**src/rtl/pwrup_cfg_seq.sv**
```systemverilog
`timescale 1ns/1ps
module pwrup_cfg_seq #(
  parameter longint CLK_HZ    = 100_000_000,
  parameter longint PWR_NS    = 10_000_000,
  parameter longint RST_NS    = 2_000,
  parameter longint SET_NS    = 2_000,
  parameter int     SCLK_DIV  = 8,
  parameter int     NUM_WORDS = 4,
  localparam int    IW        = (NUM_WORDS > 1) ? $clog2(NUM_WORDS) : 1
) (
  input  logic          clk,
  input  logic          rst_n,
  input  logic          supply_ok,
  input  logic [15:0]   cfg_word,
  output logic [IW-1:0] cfg_idx,
  output logic          dev_reset,
  output logic          sen_n,
  output logic          sclk,
  output logic          sdata,
  output logic          busy,
  output logic          done
);

  function automatic longint to_cyc(longint ns);
    longint c;
    c = (ns * CLK_HZ + 64'd999_999_999) / 64'd1_000_000_000;
    return (c < 1) ? 1 : c;
  endfunction

  localparam longint PWR_CYC = to_cyc(PWR_NS);
  localparam longint RST_CYC = to_cyc(RST_NS);
  localparam longint SET_CYC = to_cyc(SET_NS);
  localparam longint MAX_CYC = (PWR_CYC > RST_CYC) ?
                               ((PWR_CYC > SET_CYC) ? PWR_CYC : SET_CYC) :
                               ((RST_CYC > SET_CYC) ? RST_CYC : SET_CYC);
  localparam int CW   = $clog2(MAX_CYC + 1);
  localparam int HALF = SCLK_DIV / 2;
  localparam int PW   = $clog2(SCLK_DIV);

  typedef enum logic [2:0] {S_IDLE, S_PWR, S_RST, S_SET, S_LEAD, S_SHIFT, S_DONE} st_t;

  st_t           st;
  logic [CW-1:0] cnt;
  logic [PW-1:0] ph;
  logic [3:0]    bitc;
  logic [IW-1:0] idx;

  wire in_frame = (st == S_LEAD) || (st == S_SHIFT);
  wire ph_end   = (ph == PW'(SCLK_DIV - 1));

  assign cfg_idx   = idx;
  assign dev_reset = (st == S_RST);
  assign sen_n     = !in_frame;
  assign sclk      = (st == S_SHIFT) && (ph < PW'(HALF));
  assign sdata     = in_frame ? cfg_word[4'd15 - bitc] : 1'b0;
  assign busy      = (st != S_IDLE) && (st != S_DONE);
  assign done      = (st == S_DONE);

  always_ff @(posedge clk or negedge rst_n) begin
    if (!rst_n) begin
      st <= S_IDLE; cnt <= '0; ph <= '0; bitc <= '0; idx <= '0;
    end else if (!supply_ok) begin
      st <= S_IDLE; cnt <= '0; ph <= '0; bitc <= '0; idx <= '0;
    end else begin
      case (st)
        S_IDLE: begin cnt <= '0; st <= S_PWR; end
        S_PWR:
          if (cnt == CW'(PWR_CYC - 1)) begin cnt <= '0; st <= S_RST; end
          else cnt <= cnt + CW'(1);
        S_RST:
          if (cnt == CW'(RST_CYC - 1)) begin cnt <= '0; st <= S_SET; end
          else cnt <= cnt + CW'(1);
        S_SET:
          if (cnt == CW'(SET_CYC - 1)) begin cnt <= '0; ph <= '0; st <= S_LEAD; end
          else cnt <= cnt + CW'(1);
        S_LEAD:
          if (ph == PW'(HALF - 1)) begin ph <= '0; st <= S_SHIFT; end
          else ph <= ph + PW'(1);
        S_SHIFT:
          if (ph_end) begin
            ph   <= '0;
            bitc <= bitc + 4'd1;
            if (bitc == 4'd15) begin
              if (idx == IW'(NUM_WORDS - 1)) st <= S_DONE;
              else idx <= idx + IW'(1);
            end
          end else ph <= ph + PW'(1);
        default: st <= st;
      endcase
    end
  end

  AST_RST_BLOCKS_SEN: assert property (@(posedge clk) disable iff (!rst_n)
    dev_reset |-> sen_n);
  AST_SCLK_IN_FRAME: assert property (@(posedge clk) disable iff (!rst_n)
    sclk |-> !sen_n);
  AST_DATA_ON_RISE: assert property (@(posedge clk) disable iff (!rst_n)
    (!sen_n && !$past(sen_n) && (sdata != $past(sdata))) |-> (sclk && !$past(sclk)));
  AST_IDX_RANGE: assert property (@(posedge clk) disable iff (!rst_n)
    int'(cfg_idx) < NUM_WORDS);
  AST_DONE_QUIET: assert property (@(posedge clk) disable iff (!rst_n)
    done |-> (sen_n && !sclk && !dev_reset));
  AST_DROP_IDLE: assert property (@(posedge clk) disable iff (!rst_n)
    !supply_ok |=> (!busy && !done && sen_n && !dev_reset));
  AST_DONE_NEEDS_SUPPLY: assert property (@(posedge clk) disable iff (!rst_n)
    $rose(done) |-> $past(supply_ok));

endmodule

```
**config.mk**
```make
export PLATFORM = sky130hd
export DESIGN_NAME = pwrup_cfg_seq
export DESIGN_NICKNAME = d
export VERILOG_FILES = /design/src/rtl/pwrup_cfg_seq.sv
export SDC_FILE = /design/constraint.sdc
export NUM_CORES = 1
export LEC_CHECK = 0
export ABC_AREA = 1
export BUFFER_PORTS_ARGS = -buffer_cell sky130_fd_sc_hd__buf_2
export CORE_ASPECT_RATIO = 1.75
export CORE_MARGIN = 5
export CORE_UTILIZATION = 55
export DETAILED_ROUTE_END_ITERATION = 7
export GPL_ROUTABILITY_DRIVEN = 1
export PLACE_DENSITY = 0.77
export SYNTH_ARGS = -nofsm -noshare
export SYNTH_HDL_FRONTEND = slang
export SYNTH_SLANG_ARGS = --single-unit
```
**constraint.sdc**
```tcl
create_clock -name clk -period 2.9 [get_ports clk]
set_input_delay 0.29 -clock clk [delete_from_list [all_inputs] [get_ports clk]]
set_output_delay 0.29 -clock clk [all_outputs]
set_load 0.02 [all_outputs]
```
Word-level counts from Yosys, hierarchy flattened --
Cells that the tools add are included.
Operators by class: reductions and logical operators 11, multiplexer cells 29, add/sub/neg operators 5, eq/ne operators 27, $lt $le $gt $ge 2
Operator list (count):
- 20-bit 2-to-1 mux | 3
- 20-bit one-hot mux with 3 select lines | 1
- 3-bit 2-to-1 mux | 12
- 20-bit by 1-bit adder with 20-bit output (second input constant) | 1
- 20-bit == test (second input constant) | 1
- 20-bit by 8-bit == test with 1-bit output (second input constant) | 1
- 3-bit one-hot mux with 6 select lines | 1
- 3-bit == test (second input constant) | 4
- 4-bit 2-to-1 mux | 3
- 3-bit by 2-bit inequality test with 1-bit output (second input constant) | 4
- 3-bit inequality test (second input constant) | 4
- 2-bit 2-to-1 mux | 5
- 3-bit by 2-bit == test with 1-bit output (second input constant) | 3
- 3-bit one-hot mux with 3 select lines | 1
- 8-bit AND reduction | 1
- 7-bit by 1-bit inequality test with 1-bit output (second input constant) | 1
- 2-bit by 1-bit inequality test with 1-bit output (second input constant) | 3
- 4-bit by 5-bit < comparator with 1-bit output (second input constant) | 1
- 4-bit by 1-bit adder with 4-bit output (second input constant) | 1
- 1-bit binary-select mux with 4-bit select | 1
- 4-bit == test (second input constant) | 1
- 4-bit by 1-bit inequality test with 1-bit output (second input constant) | 1
- 4-bit by 2-bit inequality test with 1-bit output (second input constant) | 1
- 2-bit AND reduction | 2
- 15 further kinds | 17
Storage, ports and cells: flip-flop bits (word level) 32, input bits 19, logic and storage cells 79

Depth between registers and ports, before layout --
depth in word-level cells 6, mapped depth 11

Least setup slack after synthesis --
OpenSTA, ideal clock, no wires.
path kind register -> output, from register bitc[0], to output sdata, arrival time 1.343 ns, setup slack 1.267 ns, cell stages (with the launch flop) 9, required time 2.610 ns, cells stage by stage dfrtp_1 buf_2 clkinv_1 nor2_1 o22ai_1 nand2_1 nand3_1 nand2_1 a21oi_1
On the way: longest elaborated chain between the ends 4
Ends and longest elaborated chain:
- from (decl) | line 45 | logic [3:0] bitc;
- from (signal assigned) | line 82 | bitc <= bitc + 4'd1;
- 4-bit subtractor | line 55 | assign sdata = in_frame ? cfg_word[4'd15 - bitc] : 1'b0;
- 1-bit binary-select mux with 4-bit select | line 55
- 1-bit 2-to-1 mux (implied by the code) | line 55
- 1-bit 2-to-1 mux | line 55
- to (decl) | line 19 | output logic sdata,
Every way passes these cells. The select of a mux whose other input is x is not followed.

Worst setup path in the final report --
Ends and elaborated chain as after synthesis.

==> results_dict.tcl <==
set metrics [dict create \
    portion_of_total_power_attributed_to_sequential_cells_pct 40.6 \
    final_util_pct 63.4 \
    port_buf_inserts 26 \
    cp_data_required_time_ns 2.61 \
    count_of_antenna_diodes_in_the_layout 0 \
    clk_pin_slew_ns 0.06 \
    synth-seq-cells 32 \
    grt_setup_unrepaired "false" \
    syn-cell-area_mm2 0.00219 \
    yosysWarnings 0 \
    postRouteWirelength_um 5290 \
    run_status "finished clean" \
    slew_violations 0 \
    synth.net_count 342 \
    multi_input_area_mm2 0.00120 \
    number_of_global_route_vias_before_repair 2118 \
    cts-resized-gates 0 \
    setup.worst_path.end "sdata" \
    detail_route.drc_violations 0 \
    viasPerCell 5.44 \
    floorplan.initialDensity_pct 56.7 \
    hold_path_class "input port to asynchronous set/reset pin" \
    comb_power_share_pct 30.9 \
    mostFrequentLayoutCells "sky130_fd_sc_hd__nand2_1 (82), sky130_fd_sc_hd__nor2_1 (46), sky130_fd_sc_hd__inv_1 (40)" \
    timing.setup.critical_path_class "flip-flop to output port" \
    cp-startpoint "bitc[0]$_DFFE_PN0P_" \
    placedCellCount 385 \
    area.growth.synth_to_final_pct 11.8 \
    layout_worst_path_cycle_share_pct 72.9 \
    vdd_drop_max_mv 0.508 \
    holdBufCountCts 0 \
    number_of_max_cap_violations 0 \
    coreArea_mm2 0.00387 \
    worst_path_most_repeated_cell "sky130_fd_sc_hd__nand2_1" \
    ys_top_cells_by_area "sky130_fd_sc_hd__dfrtp_1 (37%), sky130_fd_sc_hd__nand2_1 (14%), sky130_fd_sc_hd__nor2_1 (7.9%), sky130_fd_sc_hd__inv_1 (6.8%), sky130_fd_sc_hd__nand3_1 (4.8%)" \
    first_pass_grt_wire_length_um 9430 \
    synth.top_cell.area_share_pct 36.5 \
    synthDominantAreaCellType "sky130_fd_sc_hd__dfrtp_1" \
    worst_path_max_delay_cell "sky130_fd_sc_hd__dfrtp_1" \
    post-cts-setup-buffers 0 \
    finalClockSkew_ns 0.00768 \
    arrival_ns 1.83 \
    cp_cell_sequence "clkinv_1 -> nor2_1 -> o22ai_1 -> nand2_1 -> nand3_1 -> nand2_1 -> a21oi_1 -> buf_2" \
    finalSetupTns_ns 0 \
    cts_buffers 5 \
    net-switching-power_mw 0.472 \
    routed_wire_length_per_instance_um 13.5 \
    worst_slew_pin_slew_ns 0.723 \
    drt.antenna.violating_nets 0 \
    worst-path-stages 8 \
    worstSkewPairLatency_ns 0.29 \
    reg2regPathDepth 8 \
    leakagePower_nw 1.18 \
    synth_seq_area_share_pct 36.5 \
    drt_iter0_drc 100 \
    cts.sinks 32 \
    power_density_mw_per_mm2 526 \
    die_width_um 57.7 \
    setup_viol 0 \
    overflow 0 \
    pin_count_of_the_biggest_net_entering_global_routing 33 \
    clk_path_buf_depth 2 \
    pin_count 27 \
    worst_path_largest_cell_delay_ns 0.53 \
    swShare_pct 36.6 \
    final_nets 370 \
    synthDistinctLibCells 30 \
    fraction_of_final_layout_cells_sized_beyond_drive_strength_1_pct 12.5 \
    area_enclosed_by_the_die_boundary_mm2 0.00540 \
    critical_path.endpoint_type "output port" \
    critPathMaxFanout 11 \
    flip_flop_and_latch_area_um2 801 \
    place.gp.congestion 0.889 \
    reg2reg_to "cnt[6]$_DFFE_PN0P_" \
    num_vias 2134 \
    syn_area_per_cell_um2 6.94 \
    die_y_um 93.5 \
    grt.total_usage_pct 22.2 \
    minimum_clock_period_ns 2.12 \
    cp-start-kind "flip-flop" \
    syn_inst 316 \
    final.fill_count 368 \
    antenna_found_initial 0 \
    finish.cell_count_without_fillers 392 \
    maxClockFrequency_ghz 0.473 \
    final_common_cell "sky130_fd_sc_hd__nand2_1" \
    setup.reg_to_reg.worst_slack_ns 1.11 \
    clk_root_buffer_cell "sky130_fd_sc_hd__clkbuf_8" \
    tritoncts "built" \
    dp_hpwl_um 4070 \
    htreeDepth 2 \
    worst_slew_margin_rel_pct 51.8 \
    cp.buffers_inverters 2 \
    timing.final.hold_violations 0 \
    rows 30 \
    first_pass_iters 4 \
    cp_top_family "flip-flops" \
    intPower_mw 0.817 \
    clockPowerShare_pct 28.5 \
    worstReg2RegStart "cnt[0]$_DFFE_PN0P_" \
]
area by class of cell:
class | count | share of cell area, %
Clock buffer | 7 | 3.93
Inverter | 42 | 6.44
Multi-Input combinational cell | 237 | 49.2
Sequential cell | 32 | 32.7
Tap cell | 48 | 2.45
Timing Repair Buffer | 26 | 5.31
flip-flops by register name, indices dropped and copies added, names as in the netlist:
signal	cells
bitc	4
cfg_idx	2
st	3
cnt	20
ph	3
metrics by stage:
stage                     setup slack [ns]  cell area [um^2]  hold WS, ns  total power [mW]
after detailed placement              1.12              2350        0.385             0.928
final                                0.785              2450       0.0589              1.29
after global routing                 0.617              2450        0.109              1.38
after floorplan                       1.27              2190     -0.00559             0.814
after global placement                1.17              2350        0.389             0.922
after CTS                            0.810              2450       0.0766              1.30
per-layer routing:
| layer | vias to the layer above | track usage (%) | wire (um) |
|---|---|---|---|
| met4 | 0 | 9.48 | 122 |
| met2 | 64 | 40.6 | 2830 |
| met5 | - | 0 | 0 |
| met3 | 14 | 4.14 | 307 |
| met1 | 983 | 24.2 | 2030 |
| li1 | 1073 | - | - |
cell usage after synthesis (all sizes together):
| cell | n |
|---|---|
| a211oi | 1 |
| a21oi | 7 |
| and2 | 1 |
| buf | 2 |
| clkbuf | 3 |
| clkinv | 1 |
| dfrtp | 32 |
| ha | 7 |
| inv | 41 |
| nand2 | 85 |
| nand3 | 22 |
| nand3b | 1 |
| nand4 | 9 |
| nor2 | 48 |
| nor3 | 7 |
| nor4 | 1 |
| o21ai | 22 |
| o22ai | 13 |
| xnor2 | 2 |
| xor2 | 11 |
power groups by stage:
stage / Combinational (mW) / Clock (mW) / Sequential [mW]
4_1_cts: 0.400 / 0.377 / 0.524
3_5_place_dp: 0.397 / 0 / 0.530
2_1_floorplan: 0.296 / 0 / 0.518
3_3_place_gp: 0.394 / 0 / 0.528
5_1_grt: 0.453 / 0.396 / 0.531
6_report: 0.398 / 0.367 / 0.524
cell families after synthesis:
family / Yosys count / share of synthesized area (%)
adders and majority gates: 7 / 4.00
and+or+nand+nor: 174 / 34.9
AOI/OAI and AO/OA: 43 / 10.8
xor gates and xnor gates: 13 / 5.19
buffers and inverters: 47 / 8.50
DFF: 32 / 36.5
worst min-delay path by stage:
stage	end	cells past startpoint	from	slack [ns]
after floorplan	bitc[0]$_DFFE_PN0P_	0	rst_n	-0.006
after global placement	bitc[2]$_DFFE_PN0P_	1	rst_n	0.39
after detailed placement	bitc[2]$_DFFE_PN0P_	1	rst_n	0.38
after CTS	cnt[2]$_DFFE_PN0P_	1	rst_n	0.08
after global routing	cnt[3]$_DFFE_PN0P_	1	rst_n	0.11
final	cnt[2]$_DFFE_PN0P_	1	rst_n	0.06
Note: power is estimated with default switching activity, not from simulation.
